==> config.mk <==
export PLATFORM = sky130hd
export DESIGN_NAME = nfa_string_scanner
export DESIGN_NICKNAME = d
export VERILOG_FILES = /design/src/rtl/scan_pkg.sv /design/src/rtl/char_decoder.sv /design/src/rtl/pattern_chain.sv /design/src/rtl/match_collector.sv /design/src/rtl/nfa_string_scanner.sv
export SDC_FILE = /design/constraint.sdc
export NUM_CORES = 1
export LEC_CHECK = 0
export ABC_AREA = 1
export ABC_CLOCK_PERIOD_IN_PS = 950
export BUFFER_PORTS_ARGS = -buffer_cell sky130_fd_sc_hd__buf_4
export CAP_MARGIN = 40
export CORE_UTILIZATION = 35
export CTS_CLUSTER_SIZE = 25
export DETAILED_ROUTE_END_ITERATION = 10
export GPL_TIMING_DRIVEN = 0
export SLEW_MARGIN = 20
export SYNTH_ARGS = -nofsm -noshare
export SYNTH_HDL_FRONTEND = slang
export SYNTH_HIERARCHICAL = 1
export SYNTH_SLANG_ARGS = --single-unit
==> constraint.sdc <==
create_clock -name clk_i -period 0.95 [get_ports clk_i]
set_input_delay 0.0475 -clock clk_i [delete_from_list [all_inputs] [get_ports clk_i]]
set_output_delay 0.0475 -clock clk_i [all_outputs]
set_load 0.02 [all_outputs]
==> src/rtl/scan_pkg.sv <==
package scan_pkg;
  typedef logic [7:0] sym_t;

  localparam int unsigned ALPHABET = 256;
  localparam int unsigned LEN_FIELD_W = 8;

  // Default string set: slot k of string i sits in byte i*MAX_LEN+k.
  localparam int unsigned DEF_NUM_PAT = 3;
  localparam int unsigned DEF_MAX_LEN = 4;
  // string 2 "abab", string 1 "dcb", string 0 "abb" (first char lowest)
  localparam logic [DEF_NUM_PAT*DEF_MAX_LEN*8-1:0] DEF_PAT_STR =
    96'h62616261_00626364_00626261;
  localparam logic [DEF_NUM_PAT*LEN_FIELD_W-1:0] DEF_PAT_LEN = 24'h04_03_03;
endpackage

==> src/rtl/char_decoder.sv <==
module char_decoder
  import scan_pkg::*;
(
  input  logic                valid_i,
  input  sym_t                sym_i,
  output logic [ALPHABET-1:0] sel_o
);
  for (genvar c = 0; c < ALPHABET; c++) begin : g_line
    assign sel_o[c] = valid_i & (sym_i == 8'(c));
  end
endmodule

==> src/rtl/pattern_chain.sv <==
module pattern_chain #(
  parameter int unsigned LEN = 3
) (
  input  logic           clk_i,
  input  logic           rst_ni,
  input  logic           adv_i,
  input  logic           sof_i,
  input  logic [LEN-1:0] ch_i,    // decoded select line per string position
  output logic           done_o   // this byte completes the string
);
  if (LEN == 1) begin : g_single
    assign done_o = adv_i & ch_i[0];
  end else begin : g_chain
    localparam int unsigned NST = LEN - 1;
    logic [NST-1:0] st_q, st_d, st_prev;
    logic           st_en;

    // a start mark drops any prefix seen in the previous frame
    assign st_prev = sof_i ? '0 : st_q;
    assign st_en   = adv_i | sof_i;

    assign st_d[0] = adv_i & ch_i[0];
    for (genvar k = 1; k < NST; k++) begin : g_stage
      assign st_d[k] = adv_i & ch_i[k] & st_prev[k-1];
    end

    assign done_o = adv_i & ch_i[LEN-1] & st_prev[NST-1];

    always_ff @(posedge clk_i or negedge rst_ni) begin
      if (!rst_ni)    st_q <= '0;
      else if (st_en) st_q <= st_d;
    end
  end
endmodule

==> src/rtl/match_collector.sv <==
module match_collector #(
  parameter int unsigned NP = 3
) (
  input  logic          clk_i,
  input  logic          rst_ni,
  input  logic          valid_i,
  input  logic          sof_i,
  input  logic          eof_i,
  input  logic [NP-1:0] done_i,
  output logic [NP-1:0] match_o,
  output logic          hit_o
);
  logic [NP-1:0] match_q, match_d;
  logic          hit_q, hit_d;

  always_comb begin
    match_d = (sof_i ? '0 : match_q) | done_i;
    hit_d   = valid_i & eof_i & (|match_d);
  end

  always_ff @(posedge clk_i or negedge rst_ni) begin
    if (!rst_ni) begin
      match_q <= '0;
      hit_q   <= 1'b0;
    end else begin
      match_q <= match_d;
      hit_q   <= hit_d;
    end
  end

  assign match_o = match_q;
  assign hit_o   = hit_q;
endmodule

==> src/rtl/nfa_string_scanner.sv <==
module nfa_string_scanner
  import scan_pkg::*;
#(
  parameter int unsigned NUM_PAT = DEF_NUM_PAT,
  parameter int unsigned MAX_LEN = DEF_MAX_LEN,
  parameter logic [NUM_PAT*MAX_LEN*8-1:0]     PAT_STR = DEF_PAT_STR,
  parameter logic [NUM_PAT*LEN_FIELD_W-1:0]   PAT_LEN = DEF_PAT_LEN
) (
  input  logic               clk_i,
  input  logic               rst_ni,
  input  logic               valid_i,
  input  logic [7:0]         data_i,
  input  logic               sof_i,
  input  logic               eof_i,
  output logic [NUM_PAT-1:0] match_o,
  output logic               hit_o
);
  localparam int unsigned SLOT_W = MAX_LEN * 8;

  logic [ALPHABET-1:0] sel;
  logic [NUM_PAT-1:0]  done;

  char_decoder u_dec (
    .valid_i (valid_i),
    .sym_i   (data_i),
    .sel_o   (sel)
  );

  for (genvar i = 0; i < NUM_PAT; i++) begin : g_pat
    localparam int unsigned LEN = int'(PAT_LEN[i*LEN_FIELD_W +: LEN_FIELD_W]);
    localparam logic [SLOT_W-1:0] STR = PAT_STR[i*SLOT_W +: SLOT_W];
    logic [LEN-1:0] lines;

    for (genvar k = 0; k < LEN; k++) begin : g_line
      assign lines[k] = sel[STR[k*8 +: 8]];
    end

    pattern_chain #(.LEN(LEN)) u_chain (
      .clk_i  (clk_i),
      .rst_ni (rst_ni),
      .adv_i  (valid_i),
      .sof_i  (sof_i),
      .ch_i   (lines),
      .done_o (done[i])
    );
  end

  match_collector #(.NP(NUM_PAT)) u_col (
    .clk_i   (clk_i),
    .rst_ni  (rst_ni),
    .valid_i (valid_i),
    .sof_i   (sof_i),
    .eof_i   (eof_i),
    .done_i  (done),
    .match_o (match_o),
    .hit_o   (hit_o)
  );
endmodule

======== After elaboration in Yosys (flattened, before gate mapping) ========
Cells that the tools add are included.
operators by class
  bitwise gates (word level) .............. 19
  multiplexer cells ....................... 4
  eq/ne operators ......................... 4
  reductions and logical operators ........ 1
operators by type and width
  operator                                                         count
  8-bit by 7-bit == test with 1-bit output, second input constant  4
  1-bit bitwise AND                                                17
  3-bit 2-to-1 mux                                                 2
  2-bit 2-to-1 mux                                                 2
  3-bit bitwise OR                                                 1
  3-bit OR reduction                                               1
  1-bit bitwise OR                                                 1
storage, ports and cells
  register bits after elaboration ......... 11
  output and inout bits ................... 4
  word-level logic and storage cells ...... 33
  input bits .............................. 13

======== Logic depth before layout (Yosys ltp) ========
Gate-level depths: netlist of run 1.
  depth after elaboration ................. 7
  gate-level depth with buffers ........... 11

======== Hierarchy ========
Netlist of run 1, hierarchy kept.
modules (own cells, without submodules)
  module                                 instances  sequential area each (sq um)  area an instance (sq um)  cells each
  char_decoder                           1          0.0                           1610.3                    366
  pattern_chain at g_pat[0].u_chain ...  2          50.0                          110.1                     17
  match_collector                        1          100.1                         152.6                     16
  pattern_chain at g_pat[2].u_chain      1          75.1                          146.4                     21

======== Least setup slack after synthesis of run 1 ========
OpenSTA, ideal clock, no wires.
  kind .................................... input to register
  start point ............................. in data_i[3]
  end point ............................... reg u_col.hit_q, in the netlist u_col/hit_o
  stages on the path ...................... 10
  library setup time ...................... 0.077 ns
  data required time ...................... 0.873 ns
  path slack .............................. -0.415 ns
  data arrival time ....................... 1.287 ns
  cell sequence ........................... nor2_2 nand3_2 buf_2 nor2_1 nand2_1 nor2_1 inv_1 nand2_2 nor2_1 a21oi_1
on the way
  cells in the longest elaborated chain, start to end .. 7
RTL lines
  element                                   RTL line                  source
  start, declared                           nfa_string_scanner.sv:12  input logic [7:0] data_i,
  8-bit by 7-bit == test with 1-bit output  char_decoder.sv:9         assign sel_o[c] = valid_i & (sym_i == 8'(c));
  1-bit bitwise AND                         char_decoder.sv:9
  net sel[98]                               nfa_string_scanner.sv:20  logic [ALPHABET-1:0] sel;
  1-bit bitwise AND (2 in series)           pattern_chain.sv:27       assign done_o = adv_i & ch_i[LEN-1] & st_prev[NST-1];
  net done[1]                               nfa_string_scanner.sv:21  logic [NUM_PAT-1:0] done;
  3-bit bitwise OR                          match_collector.sv:17     match_d = (sof_i ? '0 : match_q) | done_i;
  net u_col.match_d[1]                      match_collector.sv:13     logic [NP-1:0] match_q, match_d;
  3-bit OR reduction                        match_collector.sv:18     hit_d = valid_i & eof_i & (|match_d);
  1-bit bitwise AND                         match_collector.sv:18
  net u_col.hit_d                           match_collector.sv:14     logic hit_q, hit_d;
  end signal, assigned                      match_collector.sv:27     hit_q <= hit_d;
  end, declared                             match_collector.sv:14
The timed path passes the listed nets, and every way through them passes these cells.
A chain may end at the register's enable or synchronous reset.

======== Worst setup path in the final report of run 1 ========
  start point ............................. reg g_pat[0].u_chain.g_chain.st_q[1]
  end point ............................... reg u_col.hit_q, in the netlist u_col/hit_o
on the way
  cells in the longest elaborated chain, start to end .. 5
RTL lines
  element                 RTL line                  source
  start, declared         pattern_chain.sv:15       logic [NST-1:0] st_q, st_d, st_prev;
  start signal, assigned  pattern_chain.sv:31       else if (st_en) st_q <= st_d;
  2-bit 2-to-1 mux        pattern_chain.sv:19       assign st_prev = sof_i ? '0 : st_q;
  1-bit bitwise AND       pattern_chain.sv:27
  net done[0]             nfa_string_scanner.sv:21
  3-bit bitwise OR        match_collector.sv:17
  net u_col.match_d[0]    match_collector.sv:13
  3-bit OR reduction      match_collector.sv:18
  1-bit bitwise AND       match_collector.sv:18
  net u_col.hit_d         match_collector.sv:14
The timed path passes the listed nets, and every way through them passes these cells.

==> summary.txt, run 1 <==
Synth
  – Synth Cell Area: 713 um2
  – Synth Area per Inst: 7.06 um2
  – Syn Nets: 114
  – Syn Inst Count: 101
  – Synth warn: 6

Flow run
  – Maxcap violations: 0

Power and ir drop
  – Net Sw Frac: 0.246
  – Comb pwr share: 0.163
  – Leak Pwr: 0.519 nW
  – Peak supply drop: 839 uV
  – Sw Pwr: 0.229 mW
  – Power, Total: 0.930 mW
  – Cell internal pwr: 0.701 mW
  – Clock share of power: 0.334
  – PD cells: 977 nW/um2
  – Reg power frac: 0.504

Worst setup path
  – Max FO, Critical Path: 2
  – Slowest library cell on the worst path: dfrtp_1
  – Worst Setup End Kind: flip-flop
  – Critical-path cell list: nand2_1 > nor2_1 > inv_1 > nand2_2 > nor2_2 > a21oi_1
  – Setup crit start kind: flip-flop
  – Slowest stage delay, CP: 0.38 ns
  – Crit Path Class: flip-flop to flip-flop
  – Worst Path Required: 1.09 ns
  – CP Data Arrival Time: 1.01 ns

Route
  – WL per Instance: 8.66 um
  – Post-route DRC: 0
  – Final ANT Viol Nets: 0
  – Mean number of vias per cell: 4.16
  – DR vias: 620
  – 1st-pass router iterations: 4
  – DR iter-0 viols: 10
  – Drt total wl: 1.29 mm

Timing
  – Clock Skew: 0.00563 ns
  – Final setup viols: 0
  – Final setup margin: 0.0838 ns
  – Fin crit period: 0.866 ns
  – Final Hold Slack: 0.00996 ns
  – Worst-margin pin slew: 0.210 ns
  – Max-slew violations: 0
  – Worst slew margin: 0.860
  – Final Hold Viols: 0
  – Fmax: 1150 MHz
  – Setup TNS: 0 ns
  – Final period utilization: 0.912

Finish
  – Area growth from synthesis to layout: 33.5%
  – Nets: 138
  – Post-layout instance area: 952 um2
  – Layout Cells excl Fill: 149
  – Layout cells sized above 1: 0.387
  – Fin util: 0.523
  – Antenna cells: 0
  – Fillers: 194

Floorplan
  – Die height: 47.1 um
  – Ports: 17
  – CORE AREA: 1820 um2
  – # rows: 15
  – Initial Utilization: 0.392
  – Die Area: 2220 um2
  – Die X: 47.1 um

Clocking
  – Htree depth: 1
  – Clock Latency Late Sink: 0.26 ns
  – CTS sink cnt: 11
  – Num CTS Buffers: 3
  – Clk root buf: clkbuf_4
  – Clock tree from TritonCTS: done
  – Longest Clk Path Bufs: 2
  – Reg clk slew, reported paths: 0.07 ns

Placed design
  – Post-Place Cell Area: 877 um2
  – Place WS: -0.310 ns
  – Placed cells: 142
  – HPWL after detailed placement: 987 um
  – I/O Buffers: 16
  – GPL Wtd Cong: 0.744

Run status
  – Status: completed

Global routing
  – Largest net degree at the start of global routing: 14
  – Grt ovf: 0
  – Vias in the first global route: 549
  – GRT Util Overall: 0.137
  – First-pass GRT wire length: 2.12 mm
  – Initial antenna violation count: 0

Min path
  – Hold Crit Class: primary input to flip-flop
[placed cells by master, fill, tap and decap left out, types with 3 or more instances in the layout]
master    instances
nand3_2           3
nand2_2           3
buf_4            21
nand2_1          32
nor2_4            4
dfrtp_1          11
inv_1            17
nor2_1            7
nor2_2            6
clkbuf_4          3
[critical path: cells and delay by family, from the launching register on]
| kind | cells | cell delay (ns) |
|---|---|---|
| simple gates | 4 | 0.25 |
| flops | 1 | 0.38 |
| buf+inv | 1 | 0.05 |
| compound gates | 1 | 0.06 |
[power by group through the flow]
stage | Clock [mW] | Combinational [mW] | Sequential (mW)
finish | 0.310 | 0.151 | 0.468
global placement | 0 | 0.136 | 0.477
floorplan | 0 | 0.0610 | 0.477
CTS | 0.325 | 0.145 | 0.468
global route | 0.348 | 0.167 | 0.468
detailed placement | 0 | 0.139 | 0.477
[state kept, by name (all words and copies together), names as in the netlist]
register / cells
g_pat.u_chain/g_chain.st_q: 7
u_col/hit_o: 1
u_col/match_o: 3
[worst paths after layout]
check	from	to	slack, ns	depth (start not counted)
hold / removal	eof_i	u_col/hit_o	0.01	3
setup reg to reg	g_pat[0].u_chain/g_chain.st_q[1]	u_col/hit_o	0.08	6
hold reg to reg	g_pat[2].u_chain/g_chain.st_q[0]	g_pat[2].u_chain/g_chain.st_q[0]	0.48	2
max in group asynchronous	rst_ni	g_pat[1].u_chain/g_chain.st_q[1]	0.65	2
min in group asynchronous	rst_ni	u_col/match_o[0]	0.15	2
setup / recovery	g_pat[0].u_chain/g_chain.st_q[1]	u_col/hit_o	0.08	6
[timing repair]
item	4_1_cts	5_1_grt
endpoints found under the setup margin	1	1
pin swaps	6	9
hold endpoints to repair	11	0
gates resized for setup	2	4
buffers inserted	1	3
hold buffers	1	0
[cell type report]
class | instances | area (um2) | share of cell area
sequential | 11 | 275 | 0.289
buffer | 5 | 36.3 | 0.0381
clock buffer | 4 | 26.3 | 0.0276
multi-input combinational | 62 | 340 | 0.357
timing repair buffer | 21 | 164 | 0.172
tap | 25 | 31.3 | 0.0329
inverter | 21 | 78.8 | 0.0828
[per-layer routing]
metal,GRT usage,share of wire,vias to the layer above
met5,0,0,-
met4,0.0171,0.0047,0
met3,0.0577,0.030,2
met2,0.231,0.52,5
met1,0.168,0.44,281
li1,-,-,332
No activity file was read; power rests on OpenSTA's default activity.
==> run 2: changes to the inputs <==
==> constraint.sdc (replaced) <==
create_clock -name clk_i -period 0.95 [get_ports clk_i]
set_input_delay 0.095 -clock clk_i [delete_from_list [all_inputs] [get_ports clk_i]]
set_output_delay 0.095 -clock clk_i [all_outputs]
set_load 0.02 [all_outputs]
==> run 2 against run 1 <==
Sequential share of layout area down 0.67 points. Die area unchanged. Global-route usage up 2.3 points. Clock skew about the same. Wire length up 12%. Clock power up 5%.
==> summary.txt, run 2 (synthesis results as in run 1) <==
Power and ir drop
  – Power, Total: 0.951 mW (was 0.930 mW)
  – Sw Pwr: 0.247 mW (was 0.229 mW)
  – Clock share of power: 0.341 (was 0.334)
  – Peak supply drop: 734 uV (was 839 uV)
  – Cell internal pwr: 0.704 mW (was 0.701 mW)
  – Comb pwr share: 0.167 (was 0.163)
  – Reg power frac: 0.492 (was 0.504)
  – Leak Pwr: 0.529 nW (was 0.519 nW)
  – PD cells: 975 nW/um2 (was 977 nW/um2)
  – Net Sw Frac: 0.260 (was 0.246)

Route
  – 1st-pass router iterations: 4 (unchanged)
  – DR iter-0 viols: 5 (was 10)
  – Post-route DRC: 0 (unchanged)
  – DR vias: 629 (was 620)
  – Mean number of vias per cell: 4.17 (was 4.16)
  – Final ANT Viol Nets: 0 (unchanged)
  – WL per Instance: 9.54 um (was 8.66 um)
  – Drt total wl: 1.44 mm (was 1.29 mm)

Worst setup path
  – R2R Setup Slk: 0.07 ns (was 0.08 ns)
  – Worst R2R Start: g_pat[1].u_chain/g_chain.st_q[1] (was g_pat[0].u_chain/g_chain.st_q[1])
  – Slowest library cell on the worst path: nor2_1 (was dfrtp_1)
  – FF-to-FF End: u_col/hit_o (unchanged)
  – Worst Setup End Kind: flip-flop (unchanged)
  – Worst setup path end: g_pat[2].u_chain/g_chain.st_q[2] (was u_col/hit_o)
  – Worst Setup SP: data_i[3] (was g_pat[0].u_chain/g_chain.st_q[1])
  – CP Data Arrival Time: 1.10 ns (was 1.01 ns)
  – Slowest stage delay, CP: 0.19 ns (was 0.38 ns)
  – Critical-path cell list: buf_4 > nor2_4 > buf_4 > nand3_2 > buf_2 > nor2_1 > nand2_1 > inv_1 > nand2_1 > nand2_1 (was nand2_1 > nor2_1 > inv_1 > nand2_2 > nor2_2 > a21oi_1)
  – R2R cell count: 6 (unchanged)
  – Max FO, Critical Path: 3 (was 2)
  – Setup crit start kind: primary input (was flip-flop)
  – Crit-path most repeated cell: nand2_1
  – Crit Path Class: primary input to flip-flop (was flip-flop to flip-flop)
  – Worst Path Required: 1.16 ns (was 1.09 ns)

Floorplan
  – Initial Utilization: 0.392 (unchanged)
  – # rows: 15 (unchanged)
  – Die Area: 2220 um2 (unchanged)
  – CORE AREA: 1820 um2 (unchanged)
  – Die height: 47.1 um (unchanged)
  – Ports: 17 (unchanged)
  – Die X: 47.1 um (unchanged)

Flow run
  – Maxcap violations: 0 (unchanged)

Global routing
  – Largest net degree at the start of global routing: 14 (unchanged)
  – Vias in the first global route: 580 (was 549)
  – First-pass GRT wire length: 2.34 mm (was 2.12 mm)
  – Grt ovf: 0 (unchanged)
  – GRT Util Overall: 0.160 (was 0.137)
  – Initial antenna violation count: 0 (unchanged)

Finish
  – Max FFs per register: 7 (unchanged)
  – Antenna cells: 0 (unchanged)
  – Register Area: 275 um2 (unchanged)
  – Most common cell after layout, fill and taps aside: nand2_1 (unchanged)
  – Fillers: 182 (was 194)
  – Commonest non-fill, non-tap cells in the layout: 30 x nand2_1, 23 x buf_4, 16 x inv_1, 11 x dfrtp_1, 7 x nor2_2 (was 32 x nand2_1, 21 x buf_4, 17 x inv_1, 11 x dfrtp_1, 7 x nor2_1)
  – Layout cells sized above 1: 0.429 (was 0.387)
  – Biggest register: g_pat.u_chain/g_chain.st_q (unchanged)
  – Nets: 140 (was 138)
  – Multi-input gate area: 348 um2 (was 340 um2)
  – Fin util: 0.535 (was 0.523)
  – Area growth from synthesis to layout: 36.7% (was 33.5%)

Clocking
  – Clock tree from TritonCTS: done (unchanged)
  – Htree depth: 1 (unchanged)
  – Clk root buf: clkbuf_4 (unchanged)
  – Clock Latency Late Sink: 0.27 ns (was 0.26 ns)
  – Reg clk slew, reported paths: 0.07 ns (about the same)
  – CTS sink cnt: 11 (unchanged)
  – Num CTS Buffers: 3 (unchanged)
  – Longest Clk Path Bufs: 2 (unchanged)

Timing
  – Setup TNS: 0 ns (unchanged)
  – Max-slew violations: 0 (unchanged)
  – Final setup viols: 0 (unchanged)
  – Final setup margin: 0.0524 ns (was 0.0838 ns)
  – RSZ-0062 raised after global routing: true
  – Final period utilization: 0.945 (was 0.912)
  – Worst slew margin: 0.848 (was 0.860)
  – Clock Skew: 0.00537 ns (was 0.00563 ns)
  – Final Hold Viols: 0 (unchanged)
  – Fin crit period: 0.898 ns (was 0.866 ns)
  – Worst-margin pin slew: 0.227 ns (was 0.210 ns)
  – Fmax: 1110 MHz (was 1150 MHz)

Run status
  – Status: completed (unchanged)

Placed design
  – I/O Buffers: 16 (unchanged)
  – Place WS: -0.365 ns (was -0.310 ns)
  – GPL Wtd Cong: 0.742 (was 0.744)
  – HPWL after detailed placement: 1.01 mm (was 987 um)

Min path
  – Hold Crit Class: primary input to flip-flop (unchanged)
  – Hold Crit Start: eof_i (unchanged)
[run 2: cell type report]
type / instances / area share
timing repair buffer: 23 / 0.184
clock buffer: 4 / 0.0270
sequential: 11 / 0.282
tap: 25 / 0.0321
multi-input combinational: 62 / 0.357
buffer: 5 / 0.0372
inverter: 21 / 0.0809
[run 2: how the worst min path moves through the flow]
stage | slack [ns] | cells after the start | to
floorplan | -0.20 | 0 | g_pat[0].u_chain/g_chain.st_q[0]
global placement | -0.06 | 1 | u_col/match_o[2]
detailed placement | -0.06 | 1 | u_col/match_o[2]
CTS | 0.04 | 3 | u_col/hit_o
global route | 0.04 | 3 | u_col/hit_o
finish | 0.05 | 3 | u_col/hit_o
[run 2: per-stage QoR]
stage | hold WS [ns] | instance area [um2] | instances
floorplan | -0.201 | 726 | 101
global placement | -0.0637 | 877 | 142
detailed placement | -0.0572 | 877 | 142
CTS | 0.0423 | 938 | 149
global route | 0.0364 | 975 | 151
finish | 0.0529 | 975 | 151
[run 2: worst max-delay path, delay by kind of cell]
kind                   cells  cell delay [ns]
buffers and inverters      4             0.46
and+or+nand+nor            6             0.55
[run 2: timing repair]
action	in CTS	in global routing
gates resized for setup	3	7
hold buffers	1	0
endpoints found under the hold margin	11	0
endpoints found under the setup margin	1	1
setup buffers	2	4
pin swaps	2	11
[run 2: metal layers]
layer | global-route usage | vias up | part of all wire
met2 | 0.264 | 2 | 0.52
met3 | 0.0462 | 2 | 0.015
met1 | 0.187 | 292 | 0.46
met5 | 0 | - | 0
li1 | - | 333 | -
met4 | 0.0857 | 0 | 0.0069
[run 2: power groups by stage]
| stage | clock (mW) | combinational [mW] | sequential (mW) |
|---|---|---|---|
| global route | 0.365 | 0.173 | 0.468 |
| global placement | 0 | 0.136 | 0.477 |
| detailed placement | 0 | 0.140 | 0.477 |
| finish | 0.324 | 0.159 | 0.468 |
| CTS | 0.345 | 0.151 | 0.468 |
| floorplan | 0 | 0.0610 | 0.477 |
